--- src/rtl/tsc_pkg.sv ---
package tsc_pkg;
   typedef enum logic [1:0] {
      ST_IDLE     = 2'd0,
      ST_QUAL_ON  = 2'd1,
      ST_HELD     = 2'd2,
      ST_QUAL_OFF = 2'd3
   } steer_state_e;
endpackage

--- src/rtl/tsc_prescaler.sv ---
module tsc_prescaler #(
   parameter int TICK_DIV = 250000
) (
   input  logic clk,
   input  logic rst,
   input  logic clr,
   input  logic run,
   output logic tick
);
   localparam int CW = (TICK_DIV > 1) ? $clog2(TICK_DIV) : 1;

   logic [CW-1:0] cnt;

   assign tick = run && (cnt == CW'(TICK_DIV - 1));

   always_ff @(posedge clk) begin
      if (rst || clr)
         cnt <= '0;
      else if (run) begin
         if (cnt == CW'(TICK_DIV - 1))
            cnt <= '0;
         else
            cnt <= cnt + 1'b1;
      end
   end
endmodule

--- src/rtl/tsc_guard_timer.sv ---
module tsc_guard_timer #(
   parameter int GUARD_W = 8
) (
   input  logic               clk,
   input  logic               rst,
   input  logic               clr,
   input  logic               tick,
   input  logic [GUARD_W-1:0] limit,
   output logic               expire
);
   logic [GUARD_W-1:0] cnt;
   logic [GUARD_W:0]   nxt;

   assign nxt    = {1'b0, cnt} + 1'b1;
   assign expire = tick && (nxt >= {1'b0, limit});

   always_ff @(posedge clk) begin
      if (rst || clr)
         cnt <= '0;
      else if (tick)
         cnt <= nxt[GUARD_W-1:0];
   end
endmodule

--- src/rtl/tsc_settle.sv ---
module tsc_settle #(
   parameter int SETTLE_CYC = 3000
) (
   input  logic clk,
   input  logic rst,
   input  logic start,
   input  logic abort,
   output logic flag
);
   generate
      if (SETTLE_CYC == 0) begin : g_direct
         always_ff @(posedge clk) begin
            if (rst || abort)
               flag <= 1'b0;
            else if (start)
               flag <= 1'b1;
         end
      end else begin : g_delay
         localparam int SW = $clog2(SETTLE_CYC + 1);
         logic [SW-1:0] cnt;
         always_ff @(posedge clk) begin
            if (rst || abort) begin
               cnt  <= '0;
               flag <= 1'b0;
            end else if (start) begin
               cnt  <= SW'(SETTLE_CYC);
               flag <= 1'b0;
            end else if (cnt != '0) begin
               cnt <= cnt - 1'b1;
               if (cnt == SW'(1))
                  flag <= 1'b1;
            end
         end
      end
   endgenerate
endmodule

--- src/rtl/tone_steer_ctrl.sv ---
module tone_steer_ctrl
   import tsc_pkg::*;
#(
   parameter int CODE_W     = 4,
   parameter int GUARD_W    = 8,
   parameter int TICK_DIV   = 250000,
   parameter int SETTLE_CYC = 3000
) (
   input  logic               clk,
   input  logic               rst,
   input  logic               est_i,
   input  logic [CODE_W-1:0]  code_i,
   input  logic [GUARD_W-1:0] on_guard_i,
   input  logic [GUARD_W-1:0] off_guard_i,
   input  logic               oe_i,
   output logic [CODE_W-1:0]  q_o,
   output logic               q_oe_o,
   output logic               dstd_o,
   output logic               reg_stb_o
);
   generate
      if (CODE_W < 1 || GUARD_W < 1 || TICK_DIV < 1 || SETTLE_CYC < 0) begin : g_bad_cfg
         $error("tone_steer_ctrl: illegal parameter set");
      end
   endgenerate

   steer_state_e       state_q;
   logic [CODE_W-1:0]  code_q;
   logic               tick, expire, clr, run, win, lose;
   logic [GUARD_W-1:0] limit;

   // one prescaler and one timer are shared by both qualify phases
   always_comb begin
      clr   = (state_q == ST_IDLE && est_i) || (state_q == ST_HELD && !est_i);
      run   = (state_q == ST_QUAL_ON) || (state_q == ST_QUAL_OFF);
      limit = (state_q == ST_QUAL_ON) ? on_guard_i : off_guard_i;
      win   = (state_q == ST_QUAL_ON) && est_i && expire;
      lose  = (state_q == ST_QUAL_OFF) && !est_i && expire;
   end

   tsc_prescaler #(.TICK_DIV(TICK_DIV)) u_pre (
      .clk(clk), .rst(rst), .clr(clr), .run(run), .tick(tick)
   );

   tsc_guard_timer #(.GUARD_W(GUARD_W)) u_tmr (
      .clk(clk), .rst(rst), .clr(clr), .tick(tick), .limit(limit), .expire(expire)
   );

   tsc_settle #(.SETTLE_CYC(SETTLE_CYC)) u_settle (
      .clk(clk), .rst(rst), .start(win), .abort(lose), .flag(dstd_o)
   );

   always_ff @(posedge clk) begin
      if (rst) begin
         state_q   <= ST_IDLE;
         code_q    <= '0;
         reg_stb_o <= 1'b0;
      end else begin
         reg_stb_o <= win;
         if (win)
            code_q <= code_i;
         unique case (state_q)
            ST_IDLE:     if (est_i) state_q <= ST_QUAL_ON;
            ST_QUAL_ON:  if (!est_i) state_q <= ST_IDLE;
                         else if (expire) state_q <= ST_HELD;
            ST_HELD:     if (!est_i) state_q <= ST_QUAL_OFF;
            ST_QUAL_OFF: if (est_i) state_q <= ST_HELD;
                         else if (expire) state_q <= ST_IDLE;
            default:     state_q <= ST_IDLE;
         endcase
      end
   end

   assign q_o    = oe_i ? code_q : '0;
   assign q_oe_o = oe_i;
endmodule

--- config.mk ---
export PLATFORM = sky130hd
export DESIGN_NAME = tone_steer_ctrl
export DESIGN_NICKNAME = d
export VERILOG_FILES = /design/src/rtl/tsc_pkg.sv /design/src/rtl/tsc_prescaler.sv /design/src/rtl/tsc_guard_timer.sv /design/src/rtl/tsc_settle.sv /design/src/rtl/tone_steer_ctrl.sv
export SDC_FILE = /design/constraint.sdc
export NUM_CORES = 1
export LEC_CHECK = 0
export ABC_CLOCK_PERIOD_IN_PS = 8280
export BUFFER_PORTS_ARGS = -buffer_cell sky130_fd_sc_hd__buf_2
export CORE_ASPECT_RATIO = 1.75
export CORE_MARGIN = 2
export CORE_UTILIZATION = 45
export DETAILED_ROUTE_END_ITERATION = 8
export MAX_ROUTING_LAYER = met4
export PLACE_DENSITY = 0.62
export SYNTH_ARGS = -nofsm -noshare
export SYNTH_HDL_FRONTEND = slang
export SYNTH_SLANG_ARGS = --single-unit
--- constraint.sdc ---
create_clock -name clk -period 8.28 [get_ports clk]
set_input_delay 1.242 -clock clk [delete_from_list [all_inputs] [get_ports clk]]
set_output_delay 1.242 -clock clk [all_outputs]
set_load 0.01 [all_outputs]
==> run_results.csv, run 1 <==
group,metric,value,unit
global_route,use_met1,19.7,%
clock_network,cts_buffer_depth,2,
floorplan,rows,36,
hold_path,holdPathEnd,"code_q[2]$_SDFFE_PP0P_",
sta,worst_hold_slack,0.482,ns
finish,fillers,557,
floorplan,io_pins,31,
finish,fin_nets,345,
critical_path,worst-path-max-fanout,8,
hold_path,hp-start,"code_q[2]$_SDFFE_PP0P_",
clock_network,clk_pin_slew,0.09,ns
sta,fin_setup_tns,0,ns
logic_synthesis,syn_area,2520,um^2
critical_path,reg2reg_to,"u_settle.g_delay.cnt[8]$_SDFFE_PP0P_",
global_route,grt_max_degree,18,
logic_synthesis,postSynthCellCount,280,
floorplan,die_y,103,um
global_route,grt_pass1_vias,2059,
detailed_routing,wl_per_cell,13.6,um
critical_path,crit_path_max_incr_delay,0.43,ns
sta,grt_setup_unrepaired,"no",
sta,worst_pin_slew,0.702,ns
critical_path,cp_cell_sequence,"nand3_1, or2_2, nor2_1, xor2_1, ha_1, and3_1, a221oi_1, o211ai_1, a41o_1, a31oi_1",
power,p_per_area,215,nW/um^2
clock_network,cts_root_buf,"clkbuf_8",
logic_synthesis,async_flop_share,0,%
sta,fmax,316,MHz
sta,slew_headroom,53.1,%
critical_path,cp.required,8.51,ns
power,vdd_ir_drop_max,102,uV
logic_synthesis,yosysWarnings,0,
critical_path,critPathTopFamily,"compound AO/OA/AOI/OAI gates",
hold_path,hp-class,"reg -> reg",
clock_network,clk_latency,0.30,ns
clock_network,cts_tree,"yes",
logic_synthesis,yosysUniqueCellTypes,49,
detailed_routing,wl,5260,um
detailed_routing,remaining_drc_errors,0,
sta,finalCriticalPeriod,3.16,ns
logic_synthesis,synth.most_common_cell,"dfxtp_1",
critical_path,crit_path_end_kind,"flop",
finish,postLayoutCoreUtil,51.6,%
global_route,grtUsageTotal,19.3,%
floorplan,start_util,45.9,%
floorplan,die_area,6240,um^2
global_route,antenna_found_initial,0,
placement,place_hpwl,4100,um
finish,syn_to_final_growth,12.5,%
critical_path,slowest_stage,"dfxtp_1",
clock_network,postCtsResizedCells,0,
logic_synthesis,ys_seq_area_share,36.5,%
global_route,met2_usage,35.3,%
logic_synthesis,synth.top_cell.area_share,36.5,%
hold_path,worstHoldPathCells,2,
sta,drv_slew,0,
power,total_leakage_power,1.16,nW
clock_network,cts_hold_buf,0,
sta,post-route-period-util,38.2,%
logic_synthesis,ys_seq_elements,46,
logic_synthesis,synth_edf_count,0,
logic_synthesis,syn_nets,316,
detailed_routing,via_per_inst,5.27,
logic_synthesis,ys_top_cells_by_count,"46 x dfxtp_1, 32 x nor2_1, 22 x xnor2_1",
finish,n_antenna_cell,0,
critical_path,reg2regPathDepth,10,
detailed_routing,dr.pass1.iters,4,
detailed_routing,vias,2036,
logic_synthesis,synthFlopType,"dfxtp_1",
clock_network,htreeDepth,2,
logic_synthesis,synth_top_area_cell,"dfxtp_1",
floorplan,core,5500,um^2
floorplan,fp.dieW,60.6,um
detailed_routing,drt-initial-drc-count,75,
critical_path,path_class,"reg -> reg",
finish,drive_gt1_share,16.8,%
critical_path,startpoint_type,"flop",
sta,fin_skew,0.00949,ns
critical_path,ff2ff_setup_slack,5.12,ns
logic_synthesis,yosys-top-cells-area,"dfxtp_1 37%, xnor2_1 7.6%, ha_1 6.0%, xor2_1 4.9%, nor2_1 4.8%",
detailed_routing,ant_nets,0,
clock_network,cts_setup_buffers,0,
placement,port_buffers,30,
global_route,gr-total-overflow,0,
sta,setup_viol,0,
outcome,status,"finished clean",
clock_network,cts_buffers,5,
critical_path,arrival,3.39,ns
clock_network,clock-sinks,46,
critical_path,r2r_start,"u_tmr.cnt[2]$_SDFFE_PP0P_",
flow_run,max_cap_violations,0,
sta,finalHoldViolations,0,
placement,gp_congestion,0.815,
critical_path,path_buf_inv,0,
global_route,grt_pass1_wl,8950,um
global_route,grt.busiest_layer,"met2",
global_route,met3_usage,2.38,%
logic_synthesis,avgSynthCellArea,9.01,um^2
==> area by class of cell <==
type | count | area, um^2 | share of cell area [%]
multi-input cells | 219 | 1530 | 54.0
flip-flops and latches | 46 | 921 | 32.5
repair buffers | 30 | 150 | 5.29
well taps | 76 | 95.1 | 3.35
clock buffers | 5 | 68.8 | 2.43
clock inverters | 3 | 43.8 | 1.54
inverters | 7 | 26.3 | 0.926
==> cells by family (layout without fill, tap and decap cells) <==
kind of cell	count (synthesis)	count (layout)	share of synthesized area, %
simple gates	123	123	28.9
flops	46	46	36.5
compound gates	38	38	9.38
xor+xnor	36	36	12.5
buf+inv	15	45	2.73
fa+ha+maj	12	12	5.95
mux	10	10	4.02
==> where the power goes <==
| part | switching [mW] | internal (mW) | total [mW] |
|---|---|---|---|
| logic | 0.101 | 0.0811 | 0.182 |
| clock network | 0.0782 | 0.0905 | 0.169 |
| registers | 0.0190 | 0.242 | 0.261 |
==> worst max-delay path by stage <==
stage / from / endpoint / slack (ns) / cells past startpoint
floorplan: off_guard_i[0] / u_settle.g_delay.cnt[8]$_SDFFE_PP0P_ / 5.33 / 7
global placement: off_guard_i[4] / u_settle.g_delay.cnt[11]$_SDFFE_PP0P_ / 4.93 / 8
detailed placement: off_guard_i[4] / u_settle.g_delay.cnt[8]$_SDFFE_PP0P_ / 4.88 / 8
CTS: u_tmr.cnt[2]$_SDFFE_PP0P_ / u_settle.g_delay.cnt[8]$_SDFFE_PP0P_ / 5.08 / 10
global route: u_tmr.cnt[2]$_SDFFE_PP0P_ / u_settle.g_delay.cnt[8]$_SDFFE_PP0P_ / 4.91 / 10
finish: u_tmr.cnt[2]$_SDFFE_PP0P_ / u_settle.g_delay.cnt[8]$_SDFFE_PP0P_ / 5.12 / 10
==> cell usage in the layout, fill, tap and decap left out, types with 2 or more instances in the layout <==
master,instances
nand2b_1,6
o21ai_0,6
nand2_1,11
dfxtp_1,46
or4_1,2
clkbuf_8,5
a211oi_1,2
xor2_1,14
a21oi_1,17
nor2_1,32
nor3_2,2
and3_1,6
a31oi_1,2
or3_1,3
or2_2,2
nand3_1,10
mux2i_1,9
nor3_1,18
a21o_1,2
inv_1,7
buf_2,30
and4_1,3
nor4_1,2
ha_1,12
nand4_1,10
and2_1,5
xnor2_1,22
==> metrics by stage <==
step	power, mW	instance area (um^2)	worst slack, ns	instances
detailed placement	0.450	2730	4.88	378
CTS	0.622	2840	5.08	386
finish	0.611	2840	5.12	386
global placement	0.449	2730	4.93	378
floorplan	0.412	2520	5.33	280
global route	0.654	2840	4.91	386
==> flip-flops by register name, summed over array words and instances (netlist names), named ones only <==
name and flops:
u_settle.flag 1, reg_stb_o 1, code_q 4, state_q 1
u_pre.cnt 18, u_settle.g_delay.cnt 12, u_tmr.cnt 8
==> worst min-delay path, stage by stage, from the launching register on <==
cell and delay (ns):
dfxtp_1 0.32, o21ai_0 0.06, a21oi_1 0.06
==> layer usage <==
layer	up-vias	share of wire [%]
met5	-	0
met4	0	2.8
met2	32	57
met1	936	38
met3	12	2.2
li1	1056	-
Note: power is estimated with default switching activity, not from simulation.
==> run 2, diff against run 1 <==
--- a/config.mk
+++ b/config.mk
@@ -5,7 +5,8 @@
 export SDC_FILE = /design/constraint.sdc
 export NUM_CORES = 1
 export LEC_CHECK = 0
-export ABC_CLOCK_PERIOD_IN_PS = 8280
+export ABC_AREA = 1
+export ABC_CLOCK_PERIOD_IN_PS = 3000
 export BUFFER_PORTS_ARGS = -buffer_cell sky130_fd_sc_hd__buf_2
 export CORE_ASPECT_RATIO = 1.75
 export CORE_MARGIN = 2
==> constraint.sdc (replaced) <==
create_clock -name clk -period 3 [get_ports clk]
set_input_delay 0.45 -clock clk [delete_from_list [all_inputs] [get_ports clk]]
set_output_delay 0.45 -clock clk [all_outputs]
set_load 0.01 [all_outputs]
==> run_results.csv, run 2 <==
group,metric,value,unit
floorplan,core,5930,um^2
sta,worst_pin_slew,0.528,ns
finish,fin_nets,434,
critical_path,worst-path-max-fanout,9,
sta,finalHoldViolations,0,
clock_network,cts_setup_buffers,0,
sta,grt_setup_unrepaired,"no",
clock_network,cts_buffers,5,
detailed_routing,met2_length,3380,um
critical_path,path_class,"reg -> reg",
sta,drv_slew,0,
logic_synthesis,synth_top_area_cell,"dfxtp_1",
clock_network,clk_latency,0.29,ns
clock_network,htreeDepth,2,
logic_synthesis,syn_nets,402,
logic_synthesis,postSynthCellCount,366,
global_route,grtUsageTotal,18.7,%
sta,fin_setup_tns,0,ns
detailed_routing,wl,6030,um
critical_path,r2r_start,"u_tmr.cnt[0]$_SDFFE_PP0P_",
floorplan,start_util,46.8,%
logic_synthesis,synth.top_cell.area_share,33.2,%
critical_path,reg2regPathDepth,15,
detailed_routing,ant_nets,0,
critical_path,startpoint_type,"flop",
finish,layout_commonest_cell,"nand2_1",
sta,slew_headroom,64.5,%
detailed_routing,wl_per_cell,12.7,um
detailed_routing,dr.pass1.iters,4,
floorplan,die_area,6830,um^2
detailed_routing,via_per_inst,5.10,
clock_network,cts_buffer_depth,2,
floorplan,io_pins,31,
detailed_routing,top_layer_used,"met4",
logic_synthesis,synthFlopType,"dfxtp_1",
sta,fmax,428,MHz
sta,setup_viol,0,
clock_network,clk_pin_slew,0.08,ns
power,p_per_area,551,nW/um^2
clock_network,cts_root_buf,"clkbuf_8",
critical_path,cp.required,3.23,ns
clock_network,cts_hold_buf,0,
sta,fin_skew,0.00249,ns
logic_synthesis,avgSynthCellArea,7.57,um^2
critical_path,ff2ff_setup_slack,0.66,ns
logic_synthesis,synth.most_common_cell,"nand2_1",
power,total_leakage_power,1.39,nW
logic_synthesis,yosys-top-cells-area,"dfxtp_1 33%, nand2_1 7.9%, nor2_1 6.9%, xor2_1 6.3%, ha_1 5.4%",
sta,worst_hold_slack,0.441,ns
global_route,grt_pass1_vias,2300,
critical_path,crit_start,"u_tmr.cnt[0]$_SDFFE_PP0P_",
floorplan,die_y,108,um
logic_synthesis,ys_seq_area_share,33.2,%
sta,finalCriticalPeriod,2.34,ns
global_route,grt_max_degree,19,
placement,place_hpwl,4750,um
finish,n_antenna_cell,0,
detailed_routing,remaining_drc_errors,0,
hold_path,hp-class,"in -> reg",
sta,post-route-period-util,77.9,%
power,power,1.69,mW
finish,top_regs,"u_pre.cnt: 18 flops, u_settle.g_delay.cnt: 12 flops, u_tmr.cnt: 8 flops",
placement,port_buffers,30,
finish,largest-register,"u_pre.cnt",
logic_synthesis,yosysUniqueCellTypes,42,
floorplan,fp.dieW,63.3,um
clock_network,postCtsResizedCells,0,
global_route,grt_pass1_wl,9870,um
finish,drive_gt1_share,19.3,%
global_route,antenna_found_initial,0,
global_route,gr-total-overflow,0,
logic_synthesis,yosysWarnings,0,
detailed_routing,vias,2428,
logic_synthesis,synth_edf_count,0,
logic_synthesis,syn_area,2770,um^2
power,vdd_ir_drop_max,301,uV
hold_path,hp-start,"code_i[1]",
detailed_routing,met1_length,2420,um
logic_synthesis,ys_seq_elements,46,
outcome,status,"finished clean",
finish,syn_to_final_growth,10.5,%
finish,layout_common_cells,"58 x nand2_1, 51 x nor2_1, 46 x dfxtp_1",
finish,largest_reg_flops,18,
logic_synthesis,async_flop_share,0,%
placement,gp_congestion,0.916,
critical_path,arrival,2.57,ns
clock_network,cts_tree,"yes",
logic_synthesis,ys_top_cells_by_count,"58 x nand2_1, 51 x nor2_1, 46 x dfxtp_1",
clock_network,clock-sinks,46,
flow_run,max_cap_violations,0,
finish,postLayoutCoreUtil,51.7,%
floorplan,rows,37,
detailed_routing,dr_wl_met3,105,um
detailed_routing,drt-initial-drc-count,30,
critical_path,crit_path_end_kind,"flop",
hold_path,worstHoldPathCells,3,
## run 2: where the power goes
group          leakage [nW]  internal, mW  switching [mW]  total (mW)
combinational         0.969         0.233           0.358       0.591
sequential            0.373         0.675          0.0655       0.740
clock                0.0438         0.157           0.199       0.355
## run 2: kinds of logic (layout without fill, tap and decap cells)
kind of cell / after synthesis / after routing / synth area share, %
multiplexers: 8 / 8 / 2.89
flip-flops: 46 / 46 / 33.2
AND/OR/NAND/NOR: 187 / 187 / 35.4
adder cells (fa/ha/maj): 12 / 12 / 5.42
AO/OA/AOI/OAI: 40 / 40 / 8.22
XOR/XNOR: 22 / 22 / 6.95
buffers and inverters: 51 / 83 / 7.86
## run 2: cell type report
cell class,instances,area (um^2)
fill,642,2860
sequential,46,921
clock buffer,5,68.8
inverter,45,174
multi-input combinational,269,1630
timing repair buffer,31,158
clock inverter,2,10.0
tap,78,97.6
## run 2: critical path: stages (launching register included)
cell,delay [ns]
dfxtp_1,0.40
ha_1,0.21
nand3_1,0.12
xor2_1,0.29
ha_1,0.30
nand2_1,0.06
inv_1,0.04
nand3_1,0.06
nand3_1,0.08
nand2_1,0.07
nand2_1,0.04
nand2_1,0.06
nand2_2,0.14
nand3_4,0.14
nand3_2,0.15
nor2_1,0.11
## run 2: worst paths after layout
check | endpoint
max | u_settle.g_delay.cnt[10]$_SDFFE_PP0P_
min | code_q[1]$_SDFFE_PP0P_
max reg2reg | u_settle.g_delay.cnt[10]$_SDFFE_PP0P_
min reg2reg | code_q[1]$_SDFFE_PP0P_
## run 2: per-layer routing
layer	up-vias	track usage, %
met4	0	6.99
met3	15	2.72
met5	-	-
li1	1266	-
met2	30	36.2
met1	1117	18.4
## run 2: per-stage QoR
step,setup slack [ns],instance area (um^2),instances
after global placement,0.673,2980,469
after global routing,0.335,3060,476
after CTS,0.602,3060,476
after detailed placement,0.634,2980,469
after floorplan,0.876,2770,366
final,0.662,3060,476
==> run 3, diff against run 2 <==
--- a/config.mk
+++ b/config.mk
@@ -6,7 +6,7 @@
 export NUM_CORES = 1
 export LEC_CHECK = 0
 export ABC_AREA = 1
-export ABC_CLOCK_PERIOD_IN_PS = 3000
+export ABC_CLOCK_PERIOD_IN_PS = 2350
 export BUFFER_PORTS_ARGS = -buffer_cell sky130_fd_sc_hd__buf_2
 export CORE_ASPECT_RATIO = 1.75
 export CORE_MARGIN = 2
==> constraint.sdc (replaced) <==
create_clock -name clk -period 2.35 [get_ports clk]
set_input_delay 0.3525 -clock clk [delete_from_list [all_inputs] [get_ports clk]]
set_output_delay 0.3525 -clock clk [all_outputs]
set_load 0.01 [all_outputs]
==> run_results.csv, run 3 (same netlist as run 2, synthesis figures left out) <==
group,metric,value,unit
outcome,status,"finished clean",
critical_path,crit_path_max_incr_delay,0.38,ns
placement,post_dp_cell_area,3010,um^2
floorplan,start_util,46.8,%
finish,fillers,621,
critical_path,startpoint_type,"flop",
sta,layout_setup_ws,0.237,ns
sta,worst_hold_slack,0.328,ns
finish,fin_area,3240,um^2
sta,finalHoldViolations,0,
sta,post-route-period-util,89.9,%
hold_path,hp-class,"in -> reg",
finish,drive_gt1_share,24.9,%
finish,layout_common_cells,"57 x nand2_1, 49 x nor2_1, 42 x dfxtp_1",
clock_network,cts_buffers,5,
finish,top_regs,"u_pre.cnt: 18 flops, u_settle.g_delay.cnt: 12 flops, u_tmr.cnt: 8 flops",
finish,largest-register,"u_pre.cnt",
detailed_routing,via_per_inst,5.06,
critical_path,worst-path-max-fanout,7,
sta,drv_slew,0,
clock_network,clk_latency,0.30,ns
finish,n_antenna_cell,0,
critical_path,slowest_stage,"dfxtp_4",
power,intPower,1.39,mW
finish,fin_cells,487,
clock_network,htreeDepth,2,
sta,finalCriticalPeriod,2.11,ns
placement,dp_cells,473,
power,power,2.21,mW
detailed_routing,dr.pass1.iters,6,
clock_network,cts_tree,"yes",
clock_network,clock-sinks,46,
sta,fmax,473,MHz
floorplan,io_pins,31,
global_route,grt_max_degree,19,
critical_path,cp.required,2.60,ns
critical_path,ff2ff_setup_slack,0.24,ns
global_route,grtUsageTotal,18.7,%
power,clockPowerShare,21.9,%
placement,port_buffers,30,
detailed_routing,wl_per_cell,12.6,um
sta,slew_headroom,63.0,%
global_route,antenna_found_initial,0,
hold_path,hp-start,"code_i[0]",
power,total_leakage_power,1.45,nW
sta,grt_setup_unrepaired,"no",
detailed_routing,drt-initial-drc-count,90,
clock_network,clk_pin_slew,0.09,ns
floorplan,rows,37,
power,power_frac_seq,42.5,%
floorplan,fp.dieW,63.3,um
critical_path,reg2regPathDepth,14,
sta,fin_skew,0.00489,ns
clock_network,cts_hold_buf,0,
detailed_routing,vias,2464,
power,p_per_area,681,nW/um^2
critical_path,crit_path_end_kind,"flop",
detailed_routing,wl,6120,um
sta,worst_pin_slew,0.550,ns
global_route,gr-total-overflow,0,
detailed_routing,remaining_drc_errors,0,
critical_path,crit_start,"u_tmr.cnt[0]$_SDFFE_PP0P_",
floorplan,die_area,6830,um^2
power,vdd_ir_drop_max,353,uV
placement,place_hpwl,4840,um
critical_path,arrival,2.36,ns
global_route,grt_pass1_wl,9960,um
power,p_sw_share,37.1,%
finish,largest_reg_flops,18,
floorplan,die_y,108,um
clock_network,cts_root_buf,"clkbuf_8",
global_route,grt_pass1_vias,2367,
power,combPwrFrac,35.6,%
power,switching_power,0.818,mW
finish,syn_to_final_growth,17.0,%
clock_network,cts_buffer_depth,2,
critical_path,r2r_start,"u_tmr.cnt[0]$_SDFFE_PP0P_",
placement,dp_slack,-0.00507,ns
critical_path,cp_cell_sequence,"ha_4, nand3_2, nor2_2, xor2_2, ha_1, a21oi_1, nand2_1, nand2_1, nand2_4, nand2_1, nand2_2, nand2_1, nand2_1, a21oi_1",
floorplan,core,5930,um^2
critical_path,crit_top_cell,"nand2_1",
placement,gp_congestion,0.826,
finish,fin_nets,444,
flow_run,max_cap_violations,0,
critical_path,path_class,"reg -> reg",
finish,layout_commonest_cell,"nand2_1",
detailed_routing,ant_nets,0,
sta,setup_viol,0,
-- run 3: cell count changes in the layout (fill, tap and decap cells not counted), sizes merged --
cell and change:
buf +10, clkinvlp +1
-- run 3: how the worst min path moves through the flow --
stage / endpoint / slack [ns] / cells past startpoint
after floorplan: code_q[0]$_SDFFE_PP0P_ / 0.44 / 2
after global placement: code_q[3]$_SDFFE_PP0P_ / 0.46 / 2
after detailed placement: code_q[3]$_SDFFE_PP0P_ / 0.46 / 2
after CTS: code_q[0]$_SDFFE_PP0P_ / 0.33 / 3
after global routing: code_q[2]$_SDFFE_PP0P_ / 0.34 / 3
final: code_q[0]$_SDFFE_PP0P_ / 0.33 / 3
-- run 3: area by class of cell --
cell class | count | area [um^2] | area share (%)
inverter | 45 | 174 | 5.36
clock inverter | 3 | 21.3 | 0.656
multi-input combinational | 269 | 1710 | 52.6
tap | 78 | 97.6 | 3.01
clock buffer | 5 | 68.8 | 2.12
sequential | 46 | 928 | 28.6
timing repair buffer | 41 | 245 | 7.56
-- run 3: power groups by stage --
| stage | Combinational, mW | Clock (mW) | Sequential (mW) |
|---|---|---|---|
| 2_1_floorplan | 0.597 | 0 | 0.940 |
| 3_3_place_gp | 0.745 | 0 | 0.953 |
| 3_5_place_dp | 0.755 | 0 | 0.955 |
| 4_1_cts | 0.761 | 0.503 | 0.936 |
| 5_1_grt | 0.898 | 0.523 | 0.953 |
| 6_report | 0.786 | 0.484 | 0.937 |
-- run 3: worst max-delay path: cells and delay by family, from the launching register on --
kind / cells / cell delay (ns)
simple gates: 9 / 0.81
fa+ha+maj: 2 / 0.42
flops: 1 / 0.38
compound gates: 2 / 0.25
xor+xnor: 1 / 0.19
-- run 3: through the flow --
| step | setup TNS [ns] | utilization [%] |
|---|---|---|
| global placement | 0 | 50.8 |
| detailed placement | -0.00598 | 50.8 |
| global route | 0 | 54.7 |
| floorplan | 0 | - |
| finish | 0 | 54.7 |
| CTS | 0 | 52.5 |
-- run 3: timing repair --
action                                  in CTS  in global routing
endpoints found under the setup margin       8                 20
pin swaps                                    1                  4
buffers inserted                             1                  5
gates resized for setup                      1                 21
-- run 3: routing by layer --
metal	wire [um]	vias to the layer above	global-route usage, %
met5	0	-	-
met1	2280	1142	16.9
met3	89	14	2.41
met4	164	0	8.07
li1	-	1286	-
met2	3590	22	37.6
